===== config.mk =====
export PLATFORM = sky130hd
export DESIGN_NAME = wiper_step_counter
export DESIGN_NICKNAME = d
export VERILOG_FILES = /design/src/rtl/wiper_pkg.sv /design/src/rtl/wiper_step_detect.sv /design/src/rtl/wiper_pos_reg.sv /design/src/rtl/wiper_tap_decode.sv /design/src/rtl/wiper_step_counter.sv
export SDC_FILE = /design/constraint.sdc
export NUM_CORES = 1
export LEC_CHECK = 0
export BUFFER_PORTS_ARGS = -buffer_cell sky130_fd_sc_hd__buf_2
export CORE_MARGIN = 3
export CORE_UTILIZATION = 35
export CTS_BUF_LIST = sky130_fd_sc_hd__clkbuf_4 sky130_fd_sc_hd__clkbuf_8
export DETAILED_ROUTE_END_ITERATION = 10
export GPL_TIMING_DRIVEN = 0
export PLACE_DENSITY_LB_ADDON = 0.3
export SLEW_MARGIN = 20
export SYNTH_ARGS = -nofsm -noshare
export SYNTH_HDL_FRONTEND = slang
export SYNTH_SLANG_ARGS = --single-unit

===== constraint.sdc =====
create_clock -name clk_i -period 4 [get_ports clk_i]
set_clock_uncertainty 0.15 [all_clocks]
set_input_delay 0.4 -clock clk_i [delete_from_list [all_inputs] [get_ports clk_i]]
set_output_delay 0.4 -clock clk_i [all_outputs]
set_load 0.01 [all_outputs]

===== src/rtl/wiper_pkg.sv =====
package wiper_pkg;
  localparam int POS_W_DEF = 6;

  typedef enum logic [1:0] {
    ACT_HOLD   = 2'd0,
    ACT_RECALL = 2'd1,
    ACT_LOAD   = 2'd2,
    ACT_STEP   = 2'd3
  } wiper_act_e;
endpackage


===== src/rtl/wiper_step_detect.sv =====
module wiper_step_detect (
  input  logic clk_i,
  input  logic rst_ni,
  input  logic step_en_i,
  input  logic scl_i,
  input  logic sda_i,
  output logic step_pulse_o,
  output logic step_up_o
);
  logic scl_q;

  // idle bus level is high, so an scl already high at reset exit is not an edge
  always_ff @(posedge clk_i or negedge rst_ni) begin
    if (!rst_ni) scl_q <= 1'b1;
    else         scl_q <= scl_i;
  end

  assign step_pulse_o = step_en_i & scl_i & ~scl_q;
  assign step_up_o    = sda_i;

  assert_no_step_closed_R7: assert property (@(posedge clk_i) disable iff (!rst_ni)
    !step_en_i |-> !step_pulse_o);
  assert_single_pulse_R8: assert property (@(posedge clk_i) disable iff (!rst_ni)
    step_pulse_o |=> !step_pulse_o);
endmodule


===== src/rtl/wiper_pos_reg.sv =====
module wiper_pos_reg
  import wiper_pkg::*;
#(
  parameter int POS_W = POS_W_DEF
) (
  input  logic             clk_i,
  input  logic             rst_ni,
  input  logic             recall_i,
  input  logic [POS_W-1:0] recall_val_i,
  input  logic             load_i,
  input  logic [POS_W-1:0] load_val_i,
  input  logic             step_pulse_i,
  input  logic             step_up_i,
  output logic [POS_W-1:0] pos_o
);
  localparam logic [POS_W-1:0] POS_MAX = {POS_W{1'b1}};
  localparam logic [POS_W-1:0] POS_MIN = '0;

  wiper_act_e       act;
  logic [POS_W-1:0] pos_q, pos_d;

  always_comb begin
    if (recall_i)          act = ACT_RECALL;
    else if (load_i)       act = ACT_LOAD;
    else if (step_pulse_i) act = ACT_STEP;
    else                   act = ACT_HOLD;
  end

  always_comb begin
    pos_d = pos_q;
    unique case (act)
      ACT_RECALL: pos_d = recall_val_i;
      ACT_LOAD:   pos_d = load_val_i;
      ACT_STEP: begin
        if (step_up_i && pos_q != POS_MAX)       pos_d = pos_q + 1'b1;
        else if (!step_up_i && pos_q != POS_MIN) pos_d = pos_q - 1'b1;
      end
      default:    pos_d = pos_q;
    endcase
  end

  always_ff @(posedge clk_i or negedge rst_ni) begin
    if (!rst_ni) pos_q <= '0;
    else         pos_q <= pos_d;
  end

  assign pos_o = pos_q;

  assert_recall_R10: assert property (@(posedge clk_i) disable iff (!rst_ni)
    recall_i |=> pos_q == $past(recall_val_i));
  assert_load_wins_R11: assert property (@(posedge clk_i) disable iff (!rst_ni)
    (load_i && !recall_i) |=> pos_q == $past(load_val_i));
  assert_step_up_R3: assert property (@(posedge clk_i) disable iff (!rst_ni)
    (step_pulse_i && step_up_i && !load_i && !recall_i && pos_q != POS_MAX)
      |=> pos_q == POS_W'($past(pos_q) + 1'b1));
  assert_step_down_R4: assert property (@(posedge clk_i) disable iff (!rst_ni)
    (step_pulse_i && !step_up_i && !load_i && !recall_i && pos_q != POS_MIN)
      |=> pos_q == POS_W'($past(pos_q) - 1'b1));
  assert_sat_high_R5: assert property (@(posedge clk_i) disable iff (!rst_ni)
    (step_pulse_i && step_up_i && !load_i && !recall_i && pos_q == POS_MAX)
      |=> pos_q == POS_MAX);
  assert_sat_low_R6: assert property (@(posedge clk_i) disable iff (!rst_ni)
    (step_pulse_i && !step_up_i && !load_i && !recall_i && pos_q == POS_MIN)
      |=> pos_q == POS_MIN);
  assert_hold_R12: assert property (@(posedge clk_i) disable iff (!rst_ni)
    (!step_pulse_i && !load_i && !recall_i) |=> $stable(pos_q));
endmodule


===== src/rtl/wiper_tap_decode.sv =====
module wiper_tap_decode #(
  parameter int POS_W = 6,
  localparam int TAPS = 1 << POS_W
) (
  input  logic [POS_W-1:0] pos_i,
  output logic [TAPS-1:0]  tap_sel_o
);
  for (genvar t = 0; t < TAPS; t++) begin : g_tap
    assign tap_sel_o[t] = (pos_i == POS_W'(t));
  end
endmodule


===== src/rtl/wiper_step_counter.sv =====
module wiper_step_counter
  import wiper_pkg::*;
#(
  parameter int POS_W = POS_W_DEF,
  localparam int TAPS = 1 << POS_W
) (
  input  logic             clk_i,
  input  logic             rst_ni,
  input  logic             recall_i,
  input  logic [POS_W-1:0] recall_val_i,
  input  logic             load_i,
  input  logic [POS_W-1:0] load_val_i,
  input  logic             step_en_i,
  input  logic             scl_i,
  input  logic             sda_i,
  output logic [POS_W-1:0] pos_o,
  output logic [TAPS-1:0]  tap_sel_o
);
  logic step_pulse, step_up;

  wiper_step_detect u_detect (
    .clk_i       (clk_i),
    .rst_ni      (rst_ni),
    .step_en_i   (step_en_i),
    .scl_i       (scl_i),
    .sda_i       (sda_i),
    .step_pulse_o(step_pulse),
    .step_up_o   (step_up)
  );

  wiper_pos_reg #(.POS_W(POS_W)) u_pos (
    .clk_i       (clk_i),
    .rst_ni      (rst_ni),
    .recall_i    (recall_i),
    .recall_val_i(recall_val_i),
    .load_i      (load_i),
    .load_val_i  (load_val_i),
    .step_pulse_i(step_pulse),
    .step_up_i   (step_up),
    .pos_o       (pos_o)
  );

  wiper_tap_decode #(.POS_W(POS_W)) u_dec (
    .pos_i    (pos_o),
    .tap_sel_o(tap_sel_o)
  );

  assert_onehot_R2: assert property (@(posedge clk_i) disable iff (!rst_ni)
    $countones(tap_sel_o) == 1);
  assert_low_term_R2: assert property (@(posedge clk_i) disable iff (!rst_ni)
    (pos_o == '0) |-> tap_sel_o[0]);
  assert_high_term_R2: assert property (@(posedge clk_i) disable iff (!rst_ni)
    (pos_o == {POS_W{1'b1}}) |-> tap_sel_o[TAPS-1]);
endmodule


; Yosys cells after proc, flatten, opt, wreduce, memory -nomap -nowiden
; Index checks and enable logic that the tools add are counted.
[word_totals]
register_bits = 7
input_bits = 19
output_inout_bits = 70
word_cells = 88
[classes]
add_sub_neg = 2
n_eq_ne = 68
muxes = 6
n_bitwise = 3
reduce_logical = 7
[op_table]
columns = cell, n
row1 = "equality test 6 bit, second input constant", 32
row2 = "equality test 6 x 5 -> 1 bit, second input constant", 16
row3 = "equality test 6 x 4 -> 1 bit, second input constant", 8
row4 = "equality test 6 x 3 -> 1 bit, second input constant", 4
row5 = case mux 6 bit (3 select lines), 1
row6 = "equality test 6 x 2 -> 1 bit, second input constant", 2
row7 = two-way mux 6 bit, 2
row8 = "adder 6 x 1 -> 6 bit, second input constant", 1
row9 = "equality test 6 x 1 -> 1 bit, second input constant", 1
row10 = zero test 6 bit, 1
row11 = two-way mux 2 bit, 3
row12 = "!= test 6 bit, second input constant", 1
row13 = nonzero test 6 bit, 1
row14 = "subtractor 6 x 1 -> 6 bit, second input constant", 1
row15 = "equality test 2 bit, second input constant", 2
row16 = "!= test 3 x 1 -> 1 bit, second input constant", 1
row17 = nonzero test 3 bit, 1
row18 = bitwise AND 1 bit, 2
row19 = "equality test 2 x 1 -> 1 bit, second input constant", 1
row20 = logical AND 1 bit, 2
row21 = AND reduction 2 bit, 1
row22 = zero test 1 bit, 1
row23 = NOT 1 bit, 1

; Logic depth before layout (Yosys ltp)
; Gate-level depths: netlist of the first run.
[depth]
word_depth = 8
ltp_mapped = 7

; Modules after synthesis
; From an unflattened synthesis of the first run, not the netlist that was laid out.
[unflattened]
hier_cells = 176
hier_area_um2 = 1167.4
[modules_own_cells]
columns = module, instances, cells_per_inst, area_per_inst_um2, seq_area_each_um2
row1 = wiper_pos_reg, 1, 78, 663.1, 150.1
row2 = wiper_tap_decode, 1, 95, 461.7, 0.0
row3 = wiper_step_detect, 1, 3, 42.5, 26.3

; Worst setup path before layout of the first run
; OpenSTA, ideal clock, no wires.
[synth_timing]
path_kind = reg2reg
from = reg u_pos.pos_q[0] (netlist: u_pos.pos_o[0])
to = reg u_pos.pos_q[3] (netlist: u_pos.pos_o[3])
arrival_time_ns = 1.704
required_time_ns = 3.726
path_slack_ns = 2.022
stages_incl_launch_ff = 7
n_path_buf = 0
synth_period_minus_slack_ns = 1.978
cell_sequence = dfrtp_1 > ha_1 > nand3_2 > o21a_1 > or3_1 > a31oi_1 > o31ai_1
[synth_via]
elab_chain_cells = 4
[synth_lines]
columns = element, line_no
row1 = start: declaration, wiper_pos_reg.sv:20  ; logic [POS_W-1:0] pos_q, pos_d;
row2 = start signal: assignment, wiper_pos_reg.sv:44  ; else pos_q <= pos_d;
row3 = subtractor 6 x 1 -> 6 bit (tied with other cells), wiper_pos_reg.sv:36  ; else if (!step_up_i && pos_q != POS_MIN) pos_d = pos_q - 1'b1;
row4 = two-way mux 6 bit (tied with other cells), wiper_pos_reg.sv:36
row5 = two-way mux 6 bit / != test 3 x 1 -> 1 bit (equally long branches), -
row6 = case mux 6 bit (3 select lines) / AND reduction 2 bit (equally long branches), -
; Parallel ways exist; a longest one is shown, timed or not. The select of a mux whose other input is x is not followed.
; A chain may end at the register's enable or synchronous reset.

; Worst setup path in the final report of the first run
[layout_timing]
from = reg u_pos.pos_q[5] (netlist: u_pos.pos_o[5])
to = out tap_sel_o[18]
[layout_via]
elab_chain_cells = 1
[layout_lines]
columns = element, line_no
row1 = equality test 6 x 5 -> 1 bit, wiper_tap_decode.sv:9  ; assign tap_sel_o[t] = (pos_i == POS_W'(t));
row2 = end: declaration, wiper_step_counter.sv:17  ; output logic [TAPS-1:0] tap_sel_o
; Every way passes these cells.

==> impl_metrics.tcl, run 1 <==
set metrics [dict create \
    die_h_um 60.67 \
    clock_path_buffers 2 \
    syn2layout_area_growth_pct 48.68 \
    status "complete, no violations" \
    path_depth 5 \
    dpl.hpwl_um 2857 \
    fin_crit_sh 0.5929 \
    comb_power_share 0.507 \
    tightest_slew_ns 0.4185 \
    nFillCells 303 \
    gp_congestion 0.7889 \
    rows 19 \
    ir_drop_mv 0.2042 \
    postLayoutCoreUtil 0.5544 \
    clockRootBuffer "clkbuf_4" \
    antenna_found_initial 0 \
    port_buffers 86 \
    start_kind "flop" \
    path_delay_family "buffers and inverters" \
    r2r_cells 6 \
    syn_nets 194 \
    p_leak_uw 0.0008639 \
    dp_cells 288 \
    drive_gt1_frac 0.4046 \
    dieWidth_um 60.67 \
    cp_common_cell "clkbuf_1" \
    swShare 0.4435 \
    timing.final.crit_period_ns 2.372 \
    grt_setup_unrepaired "false" \
    max_slew_margin 0.7210 \
    fin_nets 286 \
    clk_latency_ns 0.27 \
    netlist_top_cells_area "nor2_1 (25%), dfrtp_1 (14%), nand2_1 (6.8%), ha_1 (4.8%), o21ai_0 (2.9%)" \
    gr-usage-all-layers 0.1896 \
    yosysTopAreaCell "nor2_1" \
    ant_nets 0 \
    seqCellArea_um2 176.4 \
    cts_setup_buffers 0 \
    diodes 0 \
    cp_slowest_stage_delay_ns 0.51 \
    syn_area_um2 1046 \
    drv_slew 0 \
    synth_edf_count 0 \
    via_count 1467 \
    yosys.area.top_type_share 0.2548 \
    route.detailed.drc 0 \
    intPower_uw 189.2 \
    p_sw_uw 150.8 \
    ys_types 45 \
    yosys_warnings 0 \
    powerDensity_nw_per_um2 218.6 \
    finalSetupViolations 0 \
    fmax_mhz 421.6 \
    grt_max_degree 11 \
    arrival_ns 1.82 \
    cp_cell_sequence "nand2b_1 -> clkbuf_1 -> clkbuf_1 -> nor2_1 -> buf_2" \
    io_pins 89 \
    rrSetupSlack_ns 1.86 \
    cp_max_fo 10 \
    cp_data_required_time_ns 3.45 \
    final_hold_viol_count 0 \
    routed_via_density 5.007 \
    grt-ovfl-total 0 \
    whs_ns 0.1214 \
    grt_pass1_wl_um 5368 \
    coreArea_um2 2805 \
    cts_made_buffers 3 \
    clock-sinks 7 \
    drt_iter0_drc 46 \
    cap_violations 0 \
    grt_pass1_vias 1207 \
    post_drt_wl_per_cell_um 12.19 \
    critPathSlowestCell "dfrtp_1" \
    multi_input_area_um2 797.0 \
    start_util 0.3729 \
    ys_seq_elements 7 \
    syn_inst 171 \
    path_clk_slew_ns 0.06 \
    htree_levels 1 \
    hold_depth 1 \
    crit_buf_inv 3 \
    cts_tree "built" \
    synth-main-ff-cell "dfrtp_1" \
    wl_um 3573 \
    syn_area_per_cell_um2 6.117 \
    setup_tns_ns 0 \
    seqPwrFrac 0.273 \
    hold_path_class "input port to flop" \
    power_frac_clock 0.219 \
    path_class "flop to output port" \
    drt_first_pass_iters 4 \
    ys_seq_area_frac 0.1687 \
    crit_path_end_kind "output port" \
    async_flop_share 1.000 \
    instances_no_fill 293 \
    die-area_um2 3680 \
]
-- placed cells by master, fill, tap and decap left out, types with 2 or more instances in the layout --
| master | count |
|---|---|
| a21oi_1 | 5 |
| buf_2 | 90 |
| clkbuf_1 | 8 |
| clkbuf_4 | 4 |
| dfrtp_1 | 6 |
| ha_1 | 4 |
| inv_1 | 3 |
| mux2i_1 | 2 |
| nand2_1 | 19 |
| nand2b_1 | 4 |
| nor2_1 | 71 |
| nor2b_1 | 2 |
| nor3_1 | 3 |
| o21ai_0 | 6 |
| or3_1 | 2 |
| xnor2_1 | 2 |
-- state kept, by name, summed over array words and instances (netlist names) --
name and flops:
u_detect.scl_q 1, u_pos.pos_o 6
-- logic make-up (layout without fill, tap and decap cells) --
kind of cell | count (synthesis) | after routing | synth area share
compound gates | 26 | 26 | 0.1866
xor+xnor | 3 | 3 | 0.02512
fa+ha+maj | 4 | 4 | 0.04785
buf+inv | 16 | 107 | 0.06938
flops | 7 | 7 | 0.1687
mux | 3 | 3 | 0.02990
simple gates | 112 | 112 | 0.4725
-- what timing repair did --
item	CTS	global route
hold buffers	1	0
resized for setup	0	0
endpoints found under the hold margin	6	0
-- power groups by stage --
stage	clock, uW	combinational (uW)	sequential (uW)
final	74.6	172	92.9
after global routing	81.3	194	95.2
after CTS	77.1	173	92.9
after detailed placement	0	172	94.0
after global placement	0	171	93.9
after floorplan	0	113	94.2
-- stage by stage --
stage / total power [uW] / setup slack [ns] / cell area, um2
final: 340.0 / 1.628 / 1555
after global routing: 370.1 / 1.474 / 1555
after CTS: 343.2 / 1.635 / 1555
after detailed placement: 266.0 / 1.878 / 1515
after global placement: 264.7 / 1.857 / 1515
after floorplan: 206.8 / 2.022 / 1046
-- path summary, 6_finish.rpt --
check	start	end
max in group asynchronous	rst_ni	u_detect.scl_q
worst max-delay path	u_pos.pos_o[5]	tap_sel_o[18]
worst min-delay path	scl_i	u_detect.scl_q
worst min register to register	u_pos.pos_o[3]	u_pos.pos_o[3]
worst max register to register	u_pos.pos_o[0]	u_pos.pos_o[3]
min in group asynchronous	rst_ni	u_pos.pos_o[0]
-- synth_stat cells, types with 2 or more instances --
master	n
o21ai_0	6
buf_2	4
ha_1	4
nor3_1	3
clkbuf_1	8
nor2b_1	2
xnor2_1	2
or3_1	2
nand2b_1	4
nand2_1	19
inv_1	3
mux2i_1	2
dfrtp_1	6
nor2_1	71
a21oi_1	5
-- cell type report --
class                   count  area share
plain buffers              13     0.03942
clock buffers               4     0.01931
inverters                   3    0.007241
multi-input cells         148      0.5125
flip-flops and latches      7      0.1134
well taps                  31     0.02494
repair buffers             87      0.2832
-- routing by layer --
| metal | GRT usage | vias to the layer above | part of all wire |
|---|---|---|---|
| met5 | 0 | - | 0 |
| met3 | 0.04894 | 5 | 0.076 |
| met2 | 0.3221 | 62 | 0.49 |
| met4 | 0.03715 | 0 | 0.0067 |
| met1 | 0.2436 | 656 | 0.43 |
| li1 | - | 744 | - |
Power figures use the tool's default switching activity.
==> run 2, diff against run 1 <==
Clock period 4 ns to 1.95 ns, I/O delays scaled along.
==> run 2 against run 1 <==
Against the previous run:
- count of clock-buffer cells in the layout did not move
- critical endpoint is now u_pos.pos_o[4]
- global-route usage increased by 0.25 points
- non-clock buffer count rose by 2
- largest power group unchanged
- largest cell class unchanged
- critical path type is now flop to flop
==> impl_metrics.tcl, run 2 (synthesized netlist as in run 1, its figures left out) <==
set metrics [dict create \
    largest_reg_flops 6 \
    grt-ovfl-total 0 \
    final_hold_viol_count 0 \
    antenna_found_initial 0 \
    drt_iter0_drc 52 \
    fin_crit_sh 0.9675 \
    clock-sinks 7 \
    powerDensity_nw_per_um2 450.9 \
    die_h_um 60.67 \
    cp_slowest_stage_delay_ns 0.44 \
    nFillCells 290 \
    layout_common_cells "buf_2 (88), nor2_1 (71), nand2_1 (19)" \
    status "complete, no violations" \
    coreArea_um2 2805 \
    grt_pass1_wl_um 5464 \
    routed_via_density 5.068 \
    cp_max_fo 10 \
    final_common_cell "buf_2" \
    dpl.hpwl_um 2843 \
    start_kind "flop" \
    path_delay_family "compound AO/OA/AOI/OAI gates" \
    cp_data_required_time_ns 1.93 \
    crit_buf_inv 2 \
    total_power_uw 744.1 \
    syn2layout_area_growth_pct 57.77 \
    fmax_mhz 530.1 \
    fin_nets 288 \
    postLayoutCoreUtil 0.5883 \
    gp_congestion 0.7667 \
    port_buffers 86 \
    dieWidth_um 60.67 \
    wl_um 3736 \
    timing.final.crit_period_ns 1.887 \
    arrival_ns 1.87 \
    htree_levels 1 \
    ant_nets 0 \
    start_util 0.3729 \
    ir_drop_mv 0.4643 \
    finalSetupViolations 0 \
    path_class "flop to flop" \
    clock_path_buffers 2 \
    route.detailed.drc 0 \
    grt_pass1_vias 1262 \
    max_slew_margin 0.7325 \
    io_pins 89 \
    drt_first_pass_iters 4 \
    p_leak_uw 0.0009021 \
    hold_path_class "input port to flop" \
    drv_slew 0 \
    cts_made_buffers 3 \
    path_clk_slew_ns 0.06 \
    clk_latency_ns 0.26 \
    die-area_um2 3680 \
    rows 19 \
    cp_cell_sequence "inv_1 -> ha_4 -> a311o_1 -> o211a_2 -> buf_6 -> a221oi_2 -> a21oi_1" \
    via_count 1495 \
    grt_setup_unrepaired "true" \
    grt_max_degree 11 \
    gr-usage-all-layers 0.1922 \
    critPathSlowestCell "dfrtp_2" \
    tightest_slew_ns 0.4013 \
    clockRootBuffer "clkbuf_4" \
    diodes 0 \
    drive_gt1_frac 0.4621 \
    post_drt_wl_per_cell_um 12.66 \
    cap_violations 0 \
    crit_path_end_kind "flop" \
    cts_tree "built" \
]
## run 2: cell count changes in the layout (fill, tap and decap cells not counted), sizes merged
cell         delta
buf             +4
clkbuf          -3
dlygate4sd3     +1
## run 2: through the flow
step | cell area (um2) | hold WS (ns) | setup slack [ns] | instances | setup TNS, ns
2_1_floorplan | 1050 | -0.2506 | 0.008510 | 171 | 0
3_3_place_gp | 1519 | -0.1108 | -0.1104 | 288 | -0.3441
3_5_place_dp | 1519 | -0.1094 | -0.1195 | 288 | -0.3053
4_1_cts | 1607 | 0.09007 | 0.02898 | 294 | 0
5_1_grt | 1650 | 0.1116 | -0.03120 | 295 | -0.1419
6_report | 1650 | 0.09562 | 0.06340 | 295 | 0
## run 2: worst paths after layout
kind                       slack (ns)            from  cells after the start             end
max                              0.06  u_pos.pos_o[0]                      7  u_pos.pos_o[4]
min                               0.1   load_val_i[5]                      3  u_pos.pos_o[5]
max reg2reg                      0.06  u_pos.pos_o[0]                      7  u_pos.pos_o[4]
min reg2reg                      0.49  u_pos.pos_o[0]                      1  u_pos.pos_o[0]
max in group asynchronous        1.26          rst_ni                      2  u_detect.scl_q
min in group asynchronous        0.16          rst_ni                      2  u_pos.pos_o[0]
## run 2: where the power goes
group          switching [uW]  total [uW]  internal [uW]
Sequential               28.4         192            164
Clock                    56.4         149           92.2
Combinational             237         403            166
Total                     322         744            422
## run 2: area by class of cell
cell class / count / area (um2) / area share
buffer: 10 / 65.06 / 0.03942
clock buffer: 4 / 30.03 / 0.01820
inverter: 3 / 11.26 / 0.006823
multi-input combinational: 148 / 844.6 / 0.5118
sequential: 7 / 180.2 / 0.1092
tap: 31 / 38.79 / 0.02350
timing repair buffer: 92 / 480.5 / 0.2911
## run 2: layer usage
metal / wire length, um / vias to the layer above / GRT usage
li1: - / 748 / -
met1: 1614 / 693 / 0.2368
met2: 1877 / 50 / 0.3328
met3: 210 / 4 / 0.04681
met4: 32 / 0 / 0.05263
met5: 0 / - / 0
## run 2: timing repair
| action | 4_1_cts | 5_1_grt |
|---|---|---|
| hold buffers | 2 | 0 |
| endpoints found under the hold margin | 8 | 0 |
| pin swaps | 0 | 2 |
| buffers inserted | 3 | 1 |
| setup endpoints to repair | 45 | 35 |
| gates resized for setup | 10 | 11 |
## run 2: tightest hold or removal path, delay by kind of cell
family	cells	cell delay [ns]
compound gates	2	0.20
buf+inv	1	0.08
==> run 3, diff against run 2 <==
Settings changed: REMOVE_ABC_BUFFERS set to 1.
==> run 3 against run 2 <==
Against the previous run:
- global-route usage down 1.6 points
- flip-flop and latch count unchanged
- fmax up 1.5%
- die area unchanged
- final cell count down 2.7%
- total power down 3.0%
- non-clock buffer count down 8
- wire length down 5.5%
- utilization down 1.4 points
- first-iteration DRC count up 48%
==> impl_metrics.tcl, run 3 (synthesized netlist as in run 1, its figures left out) <==
set metrics [dict create \
    dpl_cell_area_um2 1464 \
    crit_path_end_kind "flop" \
    cp_cell_sequence "ha_4 -> nand3_4 -> o21ai_4 -> o211a_4 -> mux2_2" \
    tightest_slew_ns 0.3277 \
    path_clk_slew_ns 0.05 \
    grt_pass1_wl_um 4954 \
    dp_cells 277 \
    worst_hold_path.endpoint "u_pos.pos_o[5]" \
    wl_um 3530 \
    clk_latency_ns 0.26 \
    hold_depth 3 \
    port_buffers 88 \
    cts_made_buffers 3 \
    gp_congestion 0.7813 \
    hp-start "load_val_i[5]" \
    stdcell_area_um2 1612 \
    powerDensity_nw_per_um2 447.8 \
    start_kind "flop" \
    p_leak_uw 0.0008661 \
    cp_slowest_stage_delay_ns 0.45 \
    syn2layout_area_growth_pct 54.07 \
    post_drt_wl_per_cell_um 12.30 \
    final_hold_viol_count 0 \
    coreArea_um2 2805 \
    clockRootBuffer "clkbuf_4" \
    via_count 1414 \
    dieWidth_um 60.67 \
    rr_startpoint "u_pos.pos_o[1]" \
    fmax_mhz 538.1 \
    drt_first_pass_iters 4 \
    largest_reg_flops 6 \
    rows 19 \
    cp_max_fo 11 \
    path_class "flop to flop" \
    setup_ws_ns 0.09157 \
    io_pins 89 \
    routed_via_density 4.927 \
    instances_no_fill 287 \
    layout_common_cells "buf_2 (88), nor2_1 (71), nand2_1 (19)" \
    drv_slew 0 \
    r2r-end "u_pos.pos_o[0]" \
    diodes 0 \
    gr-usage-all-layers 0.1760 \
    grt-ovfl-total 0 \
    drt_iter0_drc 77 \
    rrSetupSlack_ns 0.09 \
    r2r_cells 5 \
    pre_cts_ws_ns -0.3307 \
    htree_levels 1 \
    grt_max_degree 20 \
    route.detailed.drc 0 \
    clock-sinks 7 \
    cp_data_required_time_ns 1.94 \
    status "complete, no violations" \
    ant_nets 0 \
    critPathSlowestCell "dfrtp_2" \
    nFillCells 291 \
    finalSetupViolations 0 \
    antenna_found_initial 0 \
    arrival_ns 1.85 \
    die-area_um2 3680 \
    clock_path_buffers 2 \
    max_slew_margin 0.7815 \
    hold_path_class "input port to flop" \
    die_h_um 60.67 \
    ir_drop_mv 0.3856 \
    fin_crit_sh 0.9530 \
    cap_violations 0 \
    postLayoutCoreUtil 0.5745 \
    final_common_cell "buf_2" \
    dpl.hpwl_um 2662 \
    fin_nets 280 \
    drive_gt1_frac 0.4609 \
    start_util 0.3729 \
    timing.final.crit_period_ns 1.858 \
    cts_tree "built" \
    grt_pass1_vias 1041 \
]
-- run 3: changes by cell type in the layout (fill, tap and decap cells not counted), moves of 2 or more --
cell / change
buf_4: -2
clkbuf_2: -2
clkbuf_4: -2
dfrtp_1: -3
dfrtp_2: +3
-- run 3: per-stage QoR --
step | hold slack [ns] | total power, uW | setup TNS, ns
2_1_floorplan | -0.2506 | 401.0 | -0.1335
3_3_place_gp | -0.1100 | 523.1 | -1.095
3_5_place_dp | -0.1071 | 525.4 | -1.167
4_1_cts | 0.08779 | 700.4 | 0
5_1_grt | 0.1112 | 773.2 | -0.01998
6_report | 0.08948 | 721.7 | 0
-- run 3: worst max-delay path by stage --
stage / startpoint / to / slack, ns / cells past startpoint
floorplan: u_pos.pos_o[0] / u_pos.pos_o[0] / -0.09 / 5
global placement: u_pos.pos_o[0] / u_pos.pos_o[0] / -0.31 / 5
detailed placement: u_pos.pos_o[0] / u_pos.pos_o[0] / -0.33 / 5
CTS: u_pos.pos_o[1] / u_pos.pos_o[5] / 0.007 / 6
global route: u_pos.pos_o[1] / u_pos.pos_o[5] / -0.02 / 6
finish: u_pos.pos_o[1] / u_pos.pos_o[0] / 0.09 / 5
-- run 3: layout make-up --
class	count	area (um2)	area share
Tap cell	31	38.79	0.02407
Clock buffer	4	30.03	0.01863
Sequential cell	7	183.9	0.1141
Multi-Input combinational cell	148	857.1	0.5318
Inverter	3	11.26	0.006988
Timing Repair Buffer	94	490.5	0.3043
-- run 3: worst max-delay path, delay by kind of cell (launching register included) --
family	cells	cell delay, ns
AO/OA/AOI/OAI	2	0.46
flip-flops	1	0.45
multiplexers	1	0.36
adder cells (fa/ha/maj)	1	0.20
AND/OR/NAND/NOR	1	0.11
-- run 3: power breakdown --
group / internal, uW / switching [uW]
registers: 165 / 42.3
logic: 146 / 218
clock network: 92.3 / 57.8
-- run 3: layer usage --
layer,track usage,wire [um]
met5,0,0
met3,0.03191,333
met1,0.2278,1594
met4,0.07740,64
met2,0.2855,1538
-- run 3: what timing repair did --
action                                  4_1_cts  5_1_grt
hold buffers                                  2        0
pin swaps                                     0        4
endpoints found under the setup margin       19       23
endpoints found under the hold margin         8        0
gates resized for setup                       9        9
setup buffers                                 1        3
